**src/rtl/xlat_buf.sv**
```systemverilog
module xlat_buf #(
  parameter int ENTRIES = 16,
  parameter int VPN_W   = 20,
  parameter int PFN_W   = 20,
  parameter int PERM_W  = 4
) (
  input  logic              clk,
  input  logic              rst_n,
  input  logic              lk_req,
  input  logic [VPN_W-1:0]  lk_vpn,
  output logic              lk_hit,
  output logic              lk_miss,
  output logic [PFN_W-1:0]  lk_pfn,
  output logic [PERM_W-1:0] lk_perm,
  input  logic              fill_en,
  input  logic [VPN_W-1:0]  fill_vpn,
  input  logic [PFN_W-1:0]  fill_pfn,
  input  logic [PERM_W-1:0] fill_perm,
  input  logic              flush_all
);
  localparam int IW = (ENTRIES > 1) ? $clog2(ENTRIES) : 1;
  localparam logic [IW-1:0] LAST = IW'(ENTRIES - 1);

  logic [ENTRIES-1:0] valid_q, lk_match, fill_match;
  logic [VPN_W-1:0]   vpn_q  [ENTRIES];
  logic [PFN_W-1:0]   pfn_q  [ENTRIES];
  logic [PERM_W-1:0]  perm_q [ENTRIES];
  logic [IW-1:0]      rr_q, free_idx, dup_idx, victim;
  logic               any_free, fill_dup, do_fill, use_rr;

  for (genvar g = 0; g < ENTRIES; g++) begin : g_cmp
    assign lk_match[g]   = valid_q[g] && (vpn_q[g] == lk_vpn);
    assign fill_match[g] = valid_q[g] && (vpn_q[g] == fill_vpn);
  end

  assign lk_hit  = lk_req && (|lk_match);
  assign lk_miss = lk_req && !(|lk_match);

  always_comb begin
    lk_pfn  = '0;
    lk_perm = '0;
    for (int i = 0; i < ENTRIES; i++) begin
      if (lk_req && lk_match[i]) begin
        lk_pfn  = lk_pfn | pfn_q[i];
        lk_perm = lk_perm | perm_q[i];
      end
    end
  end

  always_comb begin
    any_free = 1'b0;
    free_idx = '0;
    dup_idx  = '0;
    for (int i = ENTRIES - 1; i >= 0; i--) begin
      if (!valid_q[i]) begin
        any_free = 1'b1;
        free_idx = IW'(i);
      end
      if (fill_match[i]) dup_idx = IW'(i);
    end
  end

  assign fill_dup = |fill_match;
  assign do_fill  = fill_en && !flush_all;
  assign use_rr   = do_fill && !fill_dup && !any_free;
  assign victim   = fill_dup ? dup_idx : (any_free ? free_idx : rr_q);

  always_ff @(posedge clk) begin
    if (!rst_n) begin
      valid_q <= '0;
      rr_q    <= '0;
    end else begin
      if (flush_all) valid_q <= '0;
      else if (do_fill) valid_q[victim] <= 1'b1;
      if (use_rr) rr_q <= (rr_q == LAST) ? '0 : rr_q + 1'b1;
    end
  end

  always_ff @(posedge clk) begin
    if (do_fill) begin
      vpn_q[victim]  <= fill_vpn;
      pfn_q[victim]  <= fill_pfn;
      perm_q[victim] <= fill_perm;
    end
  end

  assert_single_match_R7: assert property (@(posedge clk) disable iff (!rst_n)
    $onehot0(lk_match));

  assert_flush_empties_R8: assert property (@(posedge clk) disable iff (!rst_n)
    flush_all |=> (valid_q == '0));

  assert_fill_grows_R5: assert property (@(posedge clk) disable iff (!rst_n)
    (do_fill && !fill_dup && any_free) |=>
      ($countones(valid_q) == $past($countones(valid_q)) + 1));

  assert_ptr_holds_R6: assert property (@(posedge clk) disable iff (!rst_n)
    !use_rr |=> $stable(rr_q));

  assert_zero_on_nohit_R3: assert property (@(posedge clk) disable iff (!rst_n)
    !lk_hit |-> (lk_pfn == '0 && lk_perm == '0));

  assert_fill_seen_R4: assert property (@(posedge clk) disable iff (!rst_n)
    (do_fill && lk_req && lk_vpn == fill_vpn) |=>
      ($stable(lk_vpn) && $stable(lk_req)) |-> lk_hit);
endmodule

```
**config.mk**
```make
export PLATFORM = sky130hd
export DESIGN_NAME = xlat_buf
export DESIGN_NICKNAME = d
export VERILOG_FILES = /design/src/rtl/xlat_buf.sv
export SDC_FILE = /design/constraint.sdc
export NUM_CORES = 1
export LEC_CHECK = 0
export ABC_AREA = 0
export BUFFER_PORTS_ARGS = -buffer_cell sky130_fd_sc_hd__buf_2
export CORE_ASPECT_RATIO = 0.75
export CORE_MARGIN = 2
export CORE_UTILIZATION = 55
export DETAILED_ROUTE_END_ITERATION = 10
export PLACE_DENSITY = 0.78
export SYNTH_ARGS = -nofsm -noshare
export SYNTH_HDL_FRONTEND = slang
export SYNTH_SLANG_ARGS = --single-unit
```
**constraint.sdc**
```tcl
create_clock -name clk -period 6.3 [get_ports clk]
set_input_delay 0.315 -clock clk [delete_from_list [all_inputs] [get_ports clk]]
set_output_delay 0.315 -clock clk [all_outputs]
set_load 0.05 [all_outputs]
```
## Yosys cells after proc, flatten, opt, wreduce, memory -nomap -nowiden

Memories as Yosys holds them, arrays and structs flattened.
Index checks and enable logic that the tools add are counted.

| word-level totals | value |
|---|---|
| flip-flop bits (word level) | 20 |
| latch bits | 0 |
| RAM bits | 704 |
| bits in read-only memories | 0 |
| input port bits | 69 |
| output and inout bits | 26 |
| word-level logic and storage cells | 221 |
| memories | 3 |

Memories:

| name | depth | bits a word | read ports | clocked after memory_dff | write ports | RTL line | source |
|---|---|---|---|---|---|---|---|
| pfn_q | 16 | 20 | 16 | 0 | 1 | 26 | `logic [PFN_W-1:0] pfn_q [ENTRIES];` |
| vpn_q | 16 | 20 | 16 | 0 | 1 | 25 | `logic [VPN_W-1:0] vpn_q [ENTRIES];` |
| perm_q | 16 | 4 | 16 | 0 | 1 | 27 | `logic [PERM_W-1:0] perm_q [ENTRIES];` |

| operators by class | value |
|---|---|
| $add $sub $neg | 1 |
| $mul | 0 |
| divide/modulo/power cells | 0 |
| order comparisons | 2 |
| equal/unequal tests | 33 |
| shift operators | 0 |
| multiplexer cells | 87 |
| bitwise gates (word level) | 32 |
| reductions and logical operators | 61 |

Operator list:

| kind | number |
|---|---|
| $eq A20 B20 Y1 | 32 |
| $mux W20 | 16 |
| $or A20 B20 Y20 | 15 |
| $mux W4 | 51 |
| $or A4 B4 Y4 | 15 |
| $logic_and A1 B1 Y1 | 54 |
| $reduce_or A16 Y1 | 2 |
| $mux W1 | 19 |
| $or A16 B16 Y16 | 1 |
| $lt A4 B5 Y1 const B | 1 |
| $add A4 B1 Y4 const B | 1 |
| $demux W1 S4 | 1 |
| $eq A4 B4 Y1 const B | 1 |
| $ge A4 B1 Y1 const B | 1 |
| $logic_not A1 Y1 | 4 |
| $reduce_or A2 Y1 | 1 |
| $not A1 Y1 | 1 |

## Logic depth before layout (Yosys ltp)

Gate-level depths: netlist (run 1).

| logic depth | value |
|---|---|
| word-level depth | 34 |
| depth in mapped cells | 11 |
| mapped depth without buffers | 8 |

## Least setup slack after synthesis (run 1)

No wires, ideal clock.

| timing path | value |
|---|---|
| kind | flip-flop to flip-flop |
| from | mem vpn_q[5][14] |
| to | mem perm_q[11][0], enable pin |
| data arrival time | 5.451 ns |
| path slack | 0.349 ns |
| stages on the path, launching flop included | 10 |
| buffers on the path | 1 |
| period minus slack after synthesis | 5.951 ns |
| cell sequence | edfxtp_1 > xor2_1 > or4_1 > or4_1 > o211ai_1 > o311ai_1 > a221oi_2 > a211oi_2 > buf_6 > nor3_1 |

RTL lines:

| item | RTL line |
|---|---|
| start, declared | 25 |
| end, declared | 27 |

==> results of run 1 <==
-- report_power, final --
group / switching [µW] / internal (µW) / total, µW
Sequential: 9.28 / 5300 / 5310
Clock: 1830 / 2450 / 4290
Combinational: 412 / 180 / 592
Total: 2260 / 7930 / 10200
-- Yosys cell counts, types with 16 or more instances --
cell type                  number  area [µm²]
sky130_fd_sc_hd__nand4_1      150         938
sky130_fd_sc_hd__a22o_1        16         140
sky130_fd_sc_hd__nor4_1        77         482
sky130_fd_sc_hd__a22oi_1      160        1200
sky130_fd_sc_hd__nor2_1        38         143
sky130_fd_sc_hd__xor2_1       191        1670
sky130_fd_sc_hd__edfxtp_1     704       21100
sky130_fd_sc_hd__nand2_1      131         492
sky130_fd_sc_hd__nor3_1        23         115
sky130_fd_sc_hd__dfxtp_1       20         400
sky130_fd_sc_hd__clkbuf_1      56         210
sky130_fd_sc_hd__nand3_1       53         265
sky130_fd_sc_hd__buf_2         40         200
sky130_fd_sc_hd__a221oi_1      16         140
sky130_fd_sc_hd__xnor2_1      453        3970
sky130_fd_sc_hd__or4_1         38         285
-- critical path: cells and delay by family (launching register included) --
kind / cells / cell delay [ns]
and+or+nand+nor: 6 / 2.20
AOI/OAI and AO/OA: 1 / 0.11
buffers and inverters: 2 / 0.62
DFF: 1 / 0.47
xor gates and xnor gates: 1 / 0.19
-- stage by stage --
step / utilization [%] / setup slack (ns) / hold slack [ns] / std cells / instance area, µm²
final: 61.8 / 1.75 / 0.0649 / 3334 / 37200
after global routing: 61.8 / 1.64 / 0.0604 / 3334 / 37200
after CTS: 61.8 / 1.81 / 0.0406 / 3333 / 37100
after detailed placement: 57.9 / 1.39 / 0.526 / 3201 / 34800
after global placement: 57.9 / 1.44 / 0.502 / 3201 / 34800
after floorplan: - / 0.349 / 0.414 / 2353 / 33300
-- registers in the layout (all words and copies together), names as in the netlist --
signal	count
rr_q	4
vpn_q	320
pfn_q	320
perm_q	64
valid_q	16
-- area by class of cell --
cell class              count  area [µm²]  share of cell area [%]
well taps                 800        1000                    2.69
clock buffers              88        1900                    5.12
multi-input cells        1498       11200                    30.0
repair buffers            172        1080                    2.92
diodes                      1        2.50                 0.00674
inverters                   8        30.0                  0.0808
flip-flops and latches    724       21500                    58.0
clock inverters            43         429                    1.16
-- path summary, 6_finish.rpt --
path                   end  slack (ns)  cells after the start
min           pfn_q[5][16]        0.06                      1
min reg2reg     valid_q[4]        0.53                      2
max             lk_perm[0]        1.75                     10
max reg2reg  pfn_q[11][18]        1.91                     10
-- layout by cell type, fill, tap and decap left out, types with 8 or more instances in the layout --
master,netlist,routed
sky130_fd_sc_hd__xor2_1,191,191
sky130_fd_sc_hd__xnor2_1,453,453
sky130_fd_sc_hd__a22o_1,16,16
sky130_fd_sc_hd__a221oi_1,16,16
sky130_fd_sc_hd__nand2_1,131,131
sky130_fd_sc_hd__nand3_1,53,53
sky130_fd_sc_hd__a21oi_1,8,8
sky130_fd_sc_hd__o31ai_1,14,14
sky130_fd_sc_hd__nor4_1,77,77
sky130_fd_sc_hd__clkbuf_1,56,12
sky130_fd_sc_hd__or4_1,38,38
sky130_fd_sc_hd__clkinv_2,0,15
sky130_fd_sc_hd__buf_4,8,75
sky130_fd_sc_hd__dfxtp_1,20,20
sky130_fd_sc_hd__nor3b_1,9,9
sky130_fd_sc_hd__buf_2,40,94
sky130_fd_sc_hd__nand4_1,150,150
sky130_fd_sc_hd__nor2_1,38,22
sky130_fd_sc_hd__nor4b_1,12,12
sky130_fd_sc_hd__nor3_2,0,16
sky130_fd_sc_hd__o21ai_0,8,8
sky130_fd_sc_hd__clkbuf_16,0,73
sky130_fd_sc_hd__or3b_1,8,8
sky130_fd_sc_hd__edfxtp_1,704,704
sky130_fd_sc_hd__nor2_2,0,16
sky130_fd_sc_hd__clkinv_1,1,12
sky130_fd_sc_hd__a22oi_1,160,160
-- logic make-up (layout without fill, tap and decap cells) --
group | count (synthesis) | after routing
adder cells (fa/ha/maj) | 1 | 1
AND/OR/NAND/NOR | 600 | 600
flip-flops | 724 | 724
XOR/XNOR | 645 | 645
buffers and inverters | 131 | 311
AO/OA/AOI/OAI | 252 | 252
other | 0 | 1
-- routing by layer --
layer,wire (µm),vias up
li1,-,9212
met1,40000,11100
met2,44000,1789
met3,14600,261
met4,3590,0
met5,0,-
-- repair_timing --
item / CTS / global route
setup buffers: 0 / 0
endpoints found under the hold margin: 4 / 0
resized for setup: 0 / 0
hold buffers: 1 / 0
==> impl_results.html, run 1 <==
<table>
<tr><th>Metric</th><th>Value</th></tr>
<tr><th colspan="2">Timing</th></tr>
<tr><td>Setup tns final</td><td>0 ns</td></tr>
<tr><td>Final setup viols</td><td>0</td></tr>
<tr><td>Peak Freq</td><td>0.220 GHz</td></tr>
<tr><td>Slew of the pin with the lowest slew margin</td><td>1.45 ns</td></tr>
<tr><td>Final setup skew</td><td>0.0241 ns</td></tr>
<tr><td>Period Utilization, post-route</td><td>between 70% and 80%</td></tr>
<tr><td>Post-layout minimum cycle time</td><td>4.55 ns</td></tr>
<tr><td>Max-slew violations</td><td>0</td></tr>
<tr><td>RSZ-0062 raised after global routing</td><td>false</td></tr>
<tr><td>Slew margin rel.</td><td>3.36%</td></tr>
<tr><td>Total count of hold-check failures in the final report</td><td>0</td></tr>
<tr><th colspan="2">Yosys</th></tr>
<tr><td>Number of synthesized flops with an enable pin</td><td>~700</td></tr>
<tr><td>Share of the yosys chip area belonging to registers</td><td>64.7%</td></tr>
<tr><td>Synth Area in Adders</td><td>0.0376%</td></tr>
<tr><td>Compound-cell area share of the yosys netlist</td><td>5.82%</td></tr>
<tr><td>Warnings, synthesis</td><td>0</td></tr>
<tr><td>Ys flop type</td><td>sky130_fd_sc_hd__edfxtp_1</td></tr>
<tr><td>Total nets after synthesis</td><td>2423</td></tr>
<tr><td>Post-Synthesis Mean Instance Area</td><td>14.1 µm²</td></tr>
<tr><td>Post-Syn Area</td><td>~33000 µm²</td></tr>
<tr><td>Cell count after synthesis</td><td>around 2400</td></tr>
<tr><td>Number of different library cells in the post-synthesis netlist</td><td>63</td></tr>
<tr><td>Synth Area in XOR/XNOR</td><td>between 10% and 20%</td></tr>
<tr><td>Multiplexer share of the synthesized area</td><td>0%</td></tr>
<tr><td>Count of state elements after synthesis</td><td>724</td></tr>
<tr><td>Dominant combinational cell family by area after synthesis</td><td>XOR/XNOR gates</td></tr>
<tr><td>Post-synthesis simple-gate area fraction</td><td>about a tenth</td></tr>
<tr><td>Proportion of synthesized flip-flops having asynchronous set or reset</td><td>0%</td></tr>
<tr><th colspan="2">CTS</th></tr>
<tr><td>Cts bufs inserted</td><td>72</td></tr>
<tr><td>Root cell of the clock tree</td><td>sky130_fd_sc_hd__clkbuf_16</td></tr>
<tr><td>Clock sink count</td><td>724</td></tr>
<tr><td>Clock transition time at the flip-flop clock pins of the worst setup and hold paths</td><td>about 0.060 ns</td></tr>
<tr><td>Maximum number of buffers from clock root to sink</td><td>3</td></tr>
<tr><td>CTS tree</td><td>yes</td></tr>
<tr><td>Clk_lat worst skew</td><td>0.62 ns</td></tr>
<tr><td>Number of H-tree branching levels</td><td>3</td></tr>
<tr><th colspan="2">Final layout</th></tr>
<tr><td>Fillers</td><td>between 4000 and 5000</td></tr>
<tr><td>Area grow syn2layout</td><td>11.6%</td></tr>
<tr><td>Proportion of layout cells with a drive suffix above 1</td><td>13.2%</td></tr>
<tr><td>Final net count</td><td>2546</td></tr>
<tr><th colspan="2">Routing</th></tr>
<tr><td>Average wire per cell in the routed design</td><td>about 30 µm</td></tr>
<tr><td>Via density per instance</td><td>6.71</td></tr>
<tr><td>Final wirelength</td><td>102 mm</td></tr>
<tr><td>Violation count after the first detailed-routing iteration</td><td>3678</td></tr>
<tr><td>Residual antenna-violating net count after detailed routing</td><td>0</td></tr>
<tr><td>Vias</td><td>22400</td></tr>
<tr><td>First-pass iteration count of the detailed router</td><td>8</td></tr>
<tr><td>Residual DRC</td><td>0</td></tr>
<tr><th colspan="2">Power and ir drop</th></tr>
<tr><td>Lkg Pwr</td><td>0.0118 µW</td></tr>
<tr><td>Pwr Total</td><td>10200 µW</td></tr>
<tr><td>Power density over cell area</td><td>~270 nW/µm²</td></tr>
<tr><td>Peak supply drop</td><td>357 µV</td></tr>
<tr><th colspan="2">Outcome</th></tr>
<tr><td>Run status</td><td>complete, no violations</td></tr>
<tr><th colspan="2">Floorplan</th></tr>
<tr><td>Die extent in y</td><td>217 µm</td></tr>
<tr><td>IO Pins</td><td>95</td></tr>
<tr><td>X dimension of the die</td><td>between 200 and 300 µm</td></tr>
<tr><td>Number of placement rows</td><td>just under 80</td></tr>
<tr><td>Core region area</td><td>60100 µm²</td></tr>
<tr><td>Initial cell density of the core</td><td>a little under three fifths</td></tr>
<tr><td>DIE AREA</td><td>62500 µm²</td></tr>
<tr><th colspan="2">Critical path</th></tr>
<tr><td>Peak per-stage delay on the critical path</td><td>1.14 ns</td></tr>
<tr><td>Most Frequent Cell on Critical Path</td><td>sky130_fd_sc_hd__nand4_1</td></tr>
<tr><td>Crit end category</td><td>output port</td></tr>
<tr><td>Worst setup path category</td><td>flip-flop to output port</td></tr>
<tr><td>Data arrival at the endpoint of the critical path</td><td>4.24 ns</td></tr>
<tr><td>Nature of the critical path startpoint</td><td>flip-flop</td></tr>
<tr><td>Crit-path slowest cell</td><td>sky130_fd_sc_hd__nor2_2</td></tr>
<tr><td>Chain of cells forming the critical path</td><td>xnor2_1 -&gt; nand4_1 -&gt; nor4_1 -&gt; nand4_1 -&gt; nor2_2 -&gt; buf_4 -&gt; a22oi_1 -&gt; nand2_1 -&gt; or4_1 -&gt; buf_2</td></tr>
<tr><td>Largest fanout on the critical path</td><td>18</td></tr>
<tr><td>Launch point of the worst path</td><td>vpn_q[8][3]</td></tr>
<tr><td>Data required time at the worst endpoint</td><td>5.98 ns</td></tr>
<tr><td>Startpoint of the worst register-to-register path</td><td>vpn_q[7][18]</td></tr>
<tr><th colspan="2">GRT</th></tr>
<tr><td>Wire length of the first global-routing pass</td><td>147 mm</td></tr>
<tr><td>Total GRT Usage</td><td>approximately a third</td></tr>
<tr><td>GR Layer Usage met3</td><td>under 10%</td></tr>
<tr><td>Antenna violations before repair</td><td>1</td></tr>
<tr><td>Number of global-route vias before repair</td><td>between 20000 and 25000</td></tr>
<tr><td>Busiest layer in global routing</td><td>met1</td></tr>
<tr><td>Global routing met1 resource utilization</td><td>48.1%</td></tr>
<tr><td>Fraction of met2 tracks used by global routing</td><td>47.6%</td></tr>
<tr><td>Largest net degree at the start of global routing</td><td>45</td></tr>
<tr><td>Total congestion overflow</td><td>0</td></tr>
<tr><th colspan="2">Place</th></tr>
<tr><td>Total half-perimeter wirelength after legalization and detailed placement</td><td>61.9 mm</td></tr>
<tr><td>Number of input and output port buffers inserted</td><td>94</td></tr>
<tr><td>Global placement routability congestion</td><td>0.986</td></tr>
<tr><th colspan="2">Min path</th></tr>
<tr><td>Worst hold-check path type</td><td>input pin to flip-flop</td></tr>
<tr><td>Hold_sp</td><td>fill_pfn[16]</td></tr>
<tr><th colspan="2">Flow run</th></tr>
<tr><td>Number of violations of the max-capacitance limit</td><td>0</td></tr>
</table>
(Power assumes the default switching activity.)
==> run 2, diff against run 1 <==
Settings changed: PLACE_DENSITY 0.78 to 0.75.
Clock period 6.3 ns to 4.68 ns, I/O delays scaled along.
==> impl_results.html, run 2 (synthesis gave the netlist of run 1 again) <==
<table>
<tr><th>Metric</th><th>Value</th></tr>
<tr><th colspan="2">Outcome</th></tr>
<tr><td>Run status</td><td>complete, no violations</td></tr>
<tr><th colspan="2">Timing</th></tr>
<tr><td>Peak Freq</td><td>0.244 GHz</td></tr>
<tr><td>Final setup viols</td><td>0 (unchanged)</td></tr>
<tr><td>Slew margin rel.</td><td>34.8% (+31 points)</td></tr>
<tr><td>Max-slew violations</td><td>0 (unchanged)</td></tr>
<tr><td>Total count of hold-check failures in the final report</td><td>0 (unchanged)</td></tr>
<tr><td>Post-layout minimum cycle time</td><td>between 4 and 5 ns</td></tr>
<tr><td>Final setup skew</td><td>0.0183 ns (-0.00575 ns)</td></tr>
<tr><td>Slew of the pin with the lowest slew margin</td><td>0.978 ns (-0.470 ns)</td></tr>
<tr><td>Post-route setup slack</td><td>0.580 ns (-1.17 ns)</td></tr>
<tr><td>Period Utilization, post-route</td><td>87.6%</td></tr>
<tr><td>RSZ-0062 raised after global routing</td><td>false</td></tr>
<tr><td>Min Hold Slack</td><td>0.0254 ns (-0.0395 ns)</td></tr>
<tr><th colspan="2">Critical path</th></tr>
<tr><td>Number of cells traversed by the worst register-to-register path</td><td>9 (-1)</td></tr>
<tr><td>Chain of cells forming the critical path</td><td>dlygate4sd3_1 -&gt; buf_2 -&gt; buf_4 -&gt; xnor2_1 -&gt; nand4_1 -&gt; nor4_1 -&gt; a211oi_1 -&gt; o311ai_1 -&gt; a221oi_2 -&gt; a211o_2 -&gt; nor3_4 -&gt; buf_12</td></tr>
<tr><td>Startpoint of the worst register-to-register path</td><td>vpn_q[14][16]</td></tr>
<tr><td>Data arrival at the endpoint of the critical path</td><td>4.36 ns (+0.12 ns)</td></tr>
<tr><td>Reg-to-Reg End</td><td>vpn_q[14][5]</td></tr>
<tr><td>Largest fanout on the critical path</td><td>44 (+26)</td></tr>
<tr><td>Worst setup path category</td><td>input pin to flip-flop</td></tr>
<tr><td>Peak per-stage delay on the critical path</td><td>0.69 ns (-0.45 ns)</td></tr>
<tr><td>Data required time at the worst endpoint</td><td>4.94 ns (-1.04 ns)</td></tr>
<tr><td>Flop-to-flop setup slack</td><td>0.64 ns (-1.27 ns)</td></tr>
<tr><td>Crit-path slowest cell</td><td>sky130_fd_sc_hd__nor4_1</td></tr>
<tr><td>Crit end category</td><td>flip-flop</td></tr>
<tr><td>Nature of the critical path startpoint</td><td>input pin</td></tr>
<tr><th colspan="2">Power and ir drop</th></tr>
<tr><td>Sw power</td><td>3020 µW (+34%)</td></tr>
<tr><td>Internal power summed over all cells</td><td>10700 µW (+35%)</td></tr>
<tr><td>Pwr Total</td><td>13700 µW (+35%)</td></tr>
<tr><td>Switching Fraction</td><td>22.0% (-0.19 points)</td></tr>
<tr><td>Power share of the clock group</td><td>41.8% (-0.3 points)</td></tr>
<tr><td>Sequential share of power</td><td>52.0% (about the same)</td></tr>
<tr><td>Power density over cell area</td><td>362 nW/µm² (+32%)</td></tr>
<tr><td>Lkg Pwr</td><td>0.0122 µW (+2.9%)</td></tr>
<tr><td>Combinational Power Share</td><td>6.2% (+0.4 points)</td></tr>
<tr><td>Peak supply drop</td><td>277 µV (-22%)</td></tr>
<tr><th colspan="2">CTS</th></tr>
<tr><td>Clock sink count</td><td>724 (unchanged)</td></tr>
<tr><td>CTS Hold Buffers Added</td><td>20 (+19)</td></tr>
<tr><td>Clk_lat worst skew</td><td>0.61 ns (about the same)</td></tr>
<tr><td>Number of H-tree branching levels</td><td>3 (unchanged)</td></tr>
<tr><td>Root cell of the clock tree</td><td>sky130_fd_sc_hd__clkbuf_16</td></tr>
<tr><td>Clock transition time at the flip-flop clock pins of the worst setup and hold paths</td><td>0.06 ns (about the same)</td></tr>
<tr><td>Cts bufs inserted</td><td>71 (-1.4%)</td></tr>
<tr><td>Post-CTS Setup Bufs</td><td>0 (unchanged)</td></tr>
<tr><td>Maximum number of buffers from clock root to sink</td><td>3 (unchanged)</td></tr>
<tr><td>Post-cts repair resize count</td><td>0 (unchanged)</td></tr>
<tr><td>CTS tree</td><td>yes</td></tr>
<tr><th colspan="2">Final layout</th></tr>
<tr><td>Proportion of layout cells with a drive suffix above 1</td><td>14.5% (+1.2 points)</td></tr>
<tr><td>Final net count</td><td>2608 (+2.4%)</td></tr>
<tr><td>Highest-count cells in the layout ignoring fill and taps</td><td>sky130_fd_sc_hd__edfxtp_1 (704), sky130_fd_sc_hd__xnor2_1 (453), sky130_fd_sc_hd__xor2_1 (191)</td></tr>
<tr><td>Fillers</td><td>4355 (-2.4%)</td></tr>
<tr><td>Area taken by multi-input logic gates</td><td>11200 µm² (+0.48%)</td></tr>
<tr><td>Final non-filler cell total</td><td>3389 (+1.6%)</td></tr>
<tr><td>Most common cell after layout, fill and taps aside</td><td>sky130_fd_sc_hd__edfxtp_1</td></tr>
<tr><td>Fin util</td><td>63.1% (+1.3 points)</td></tr>
<tr><td>Area grow syn2layout</td><td>14.0%</td></tr>
<tr><td>Storage element area</td><td>21500 µm² (unchanged)</td></tr>
<tr><td>Biggest regs</td><td>pfn_q (320), vpn_q (320), perm_q (64)</td></tr>
<tr><th colspan="2">Routing</th></tr>
<tr><td>Residual antenna-violating net count after detailed routing</td><td>0 (unchanged)</td></tr>
<tr><td>First-pass iteration count of the detailed router</td><td>8 (unchanged)</td></tr>
<tr><td>Vias</td><td>22500 (+0.72%)</td></tr>
<tr><td>Final wirelength</td><td>102 mm (about the same)</td></tr>
<tr><td>Average wire per cell in the routed design</td><td>30.1 µm (-1.6%)</td></tr>
<tr><td>Violation count after the first detailed-routing iteration</td><td>3737 (+1.6%)</td></tr>
<tr><td>Residual DRC</td><td>0 (unchanged)</td></tr>
<tr><td>Via density per instance</td><td>6.65 (-0.91%)</td></tr>
<tr><th colspan="2">Floorplan</th></tr>
<tr><td>IO Pins</td><td>95 (unchanged)</td></tr>
<tr><td>Initial cell density of the core</td><td>55.4% (unchanged)</td></tr>
<tr><td>X dimension of the die</td><td>288 µm (unchanged)</td></tr>
<tr><td>Core region area</td><td>60100 µm² (unchanged)</td></tr>
<tr><td>Die extent in y</td><td>217 µm (unchanged)</td></tr>
<tr><td>Number of placement rows</td><td>78 (unchanged)</td></tr>
<tr><td>DIE AREA</td><td>62500 µm² (unchanged)</td></tr>
<tr><th colspan="2">Place</th></tr>
<tr><td>Worst setup slack before clock tree synthesis</td><td>0.308 ns (-1.09 ns)</td></tr>
<tr><td>Total half-perimeter wirelength after legalization and detailed placement</td><td>64.9 mm (+5.0%)</td></tr>
<tr><td>Number of input and output port buffers inserted</td><td>94 (unchanged)</td></tr>
<tr><td>Number of cells after detailed placement</td><td>3245 (+1.4%)</td></tr>
<tr><td>Global placement routability congestion</td><td>1.01 (+2.6%)</td></tr>
<tr><th colspan="2">GRT</th></tr>
<tr><td>Total GRT Usage</td><td>32.6% (+0.088 points)</td></tr>
<tr><td>Largest net degree at the start of global routing</td><td>45 (unchanged)</td></tr>
<tr><td>Number of global-route vias before repair</td><td>21800 (+0.25%)</td></tr>
<tr><td>Wire length of the first global-routing pass</td><td>147 mm (+0.35%)</td></tr>
<tr><td>Antenna violations before repair</td><td>2 (+1)</td></tr>
<tr><td>Total congestion overflow</td><td>0 (unchanged)</td></tr>
<tr><th colspan="2">Min path</th></tr>
<tr><td>Worst hold-check path type</td><td>input pin to flip-flop</td></tr>
<tr><td>Worst hold path stage count</td><td>1 (unchanged)</td></tr>
<tr><td>Hold_sp</td><td>fill_pfn[7]</td></tr>
<tr><td>Hold Path End</td><td>pfn_q[6][7]</td></tr>
<tr><th colspan="2">Flow run</th></tr>
<tr><td>Number of violations of the max-capacitance limit</td><td>0 (unchanged)</td></tr>
</table>
[run 2: layout make-up]
| type | instances | area share, % |
|---|---|---|
| Sequential cell | 724 | 56.8 |
| Multi-Input combinational cell | 1498 | 29.6 |
| Timing Repair Buffer | 235 | 4.95 |
| Clock buffer | 79 | 4.82 |
| Tap cell | 800 | 2.64 |
| Clock inverter | 44 | 1.20 |
| Inverter | 8 | 0.0791 |
| Antenna cell | 1 | 0.00659 |
[run 2: worst max path at each step]
stage                  from             to  slack, ns  cells after the start
2_1_floorplan  vpn_q[5][14]  perm_q[11][0]      -1.27                      9
3_3_place_gp    fill_vpn[6]    vpn_q[8][3]       0.36                     10
3_5_place_dp    fill_vpn[6]   vpn_q[12][7]       0.31                     10
4_1_cts        vpn_q[12][7]      lk_pfn[8]       0.74                     10
5_1_grt         fill_vpn[5]   pfn_q[0][15]       0.56                     12
6_report        fill_vpn[5]   vpn_q[14][5]       0.58                     12
[run 2: per-layer routing]
metal	share of wire, %	global-route usage, %	vias up
li1	-	-	9318
met5	0	0	-
met2	43	46.5	1824
met3	15	10.3	262
met1	39	47.7	11100
met4	3.2	10.2	0
[run 2: worst max-delay path: cells and delay by family]
family | cells | cell delay, ns
buf+inv | 4 | 1.31
simple gates | 3 | 1.09
compound gates | 4 | 1.42
xor+xnor | 1 | 0.19
[run 2: through the flow]
| step | TNS [ns] | area (µm²) |
|---|---|---|
| floorplan | -444.60 | 33300 |
| global route | 0 | 38000 |
| global placement | 0 | 35500 |
| detailed placement | 0 | 35500 |
| finish | 0 | 38000 |
| CTS | 0 | 38000 |
[run 2: power groups by stage]
stage,Sequential [µW],Clock [µW],Combinational [µW]
after floorplan,7280,0,452
after global placement,7280,0,795
after detailed placement,7280,0,808
after CTS,7140,5770,826
after global routing,7140,6030,887
final,7140,5740,856
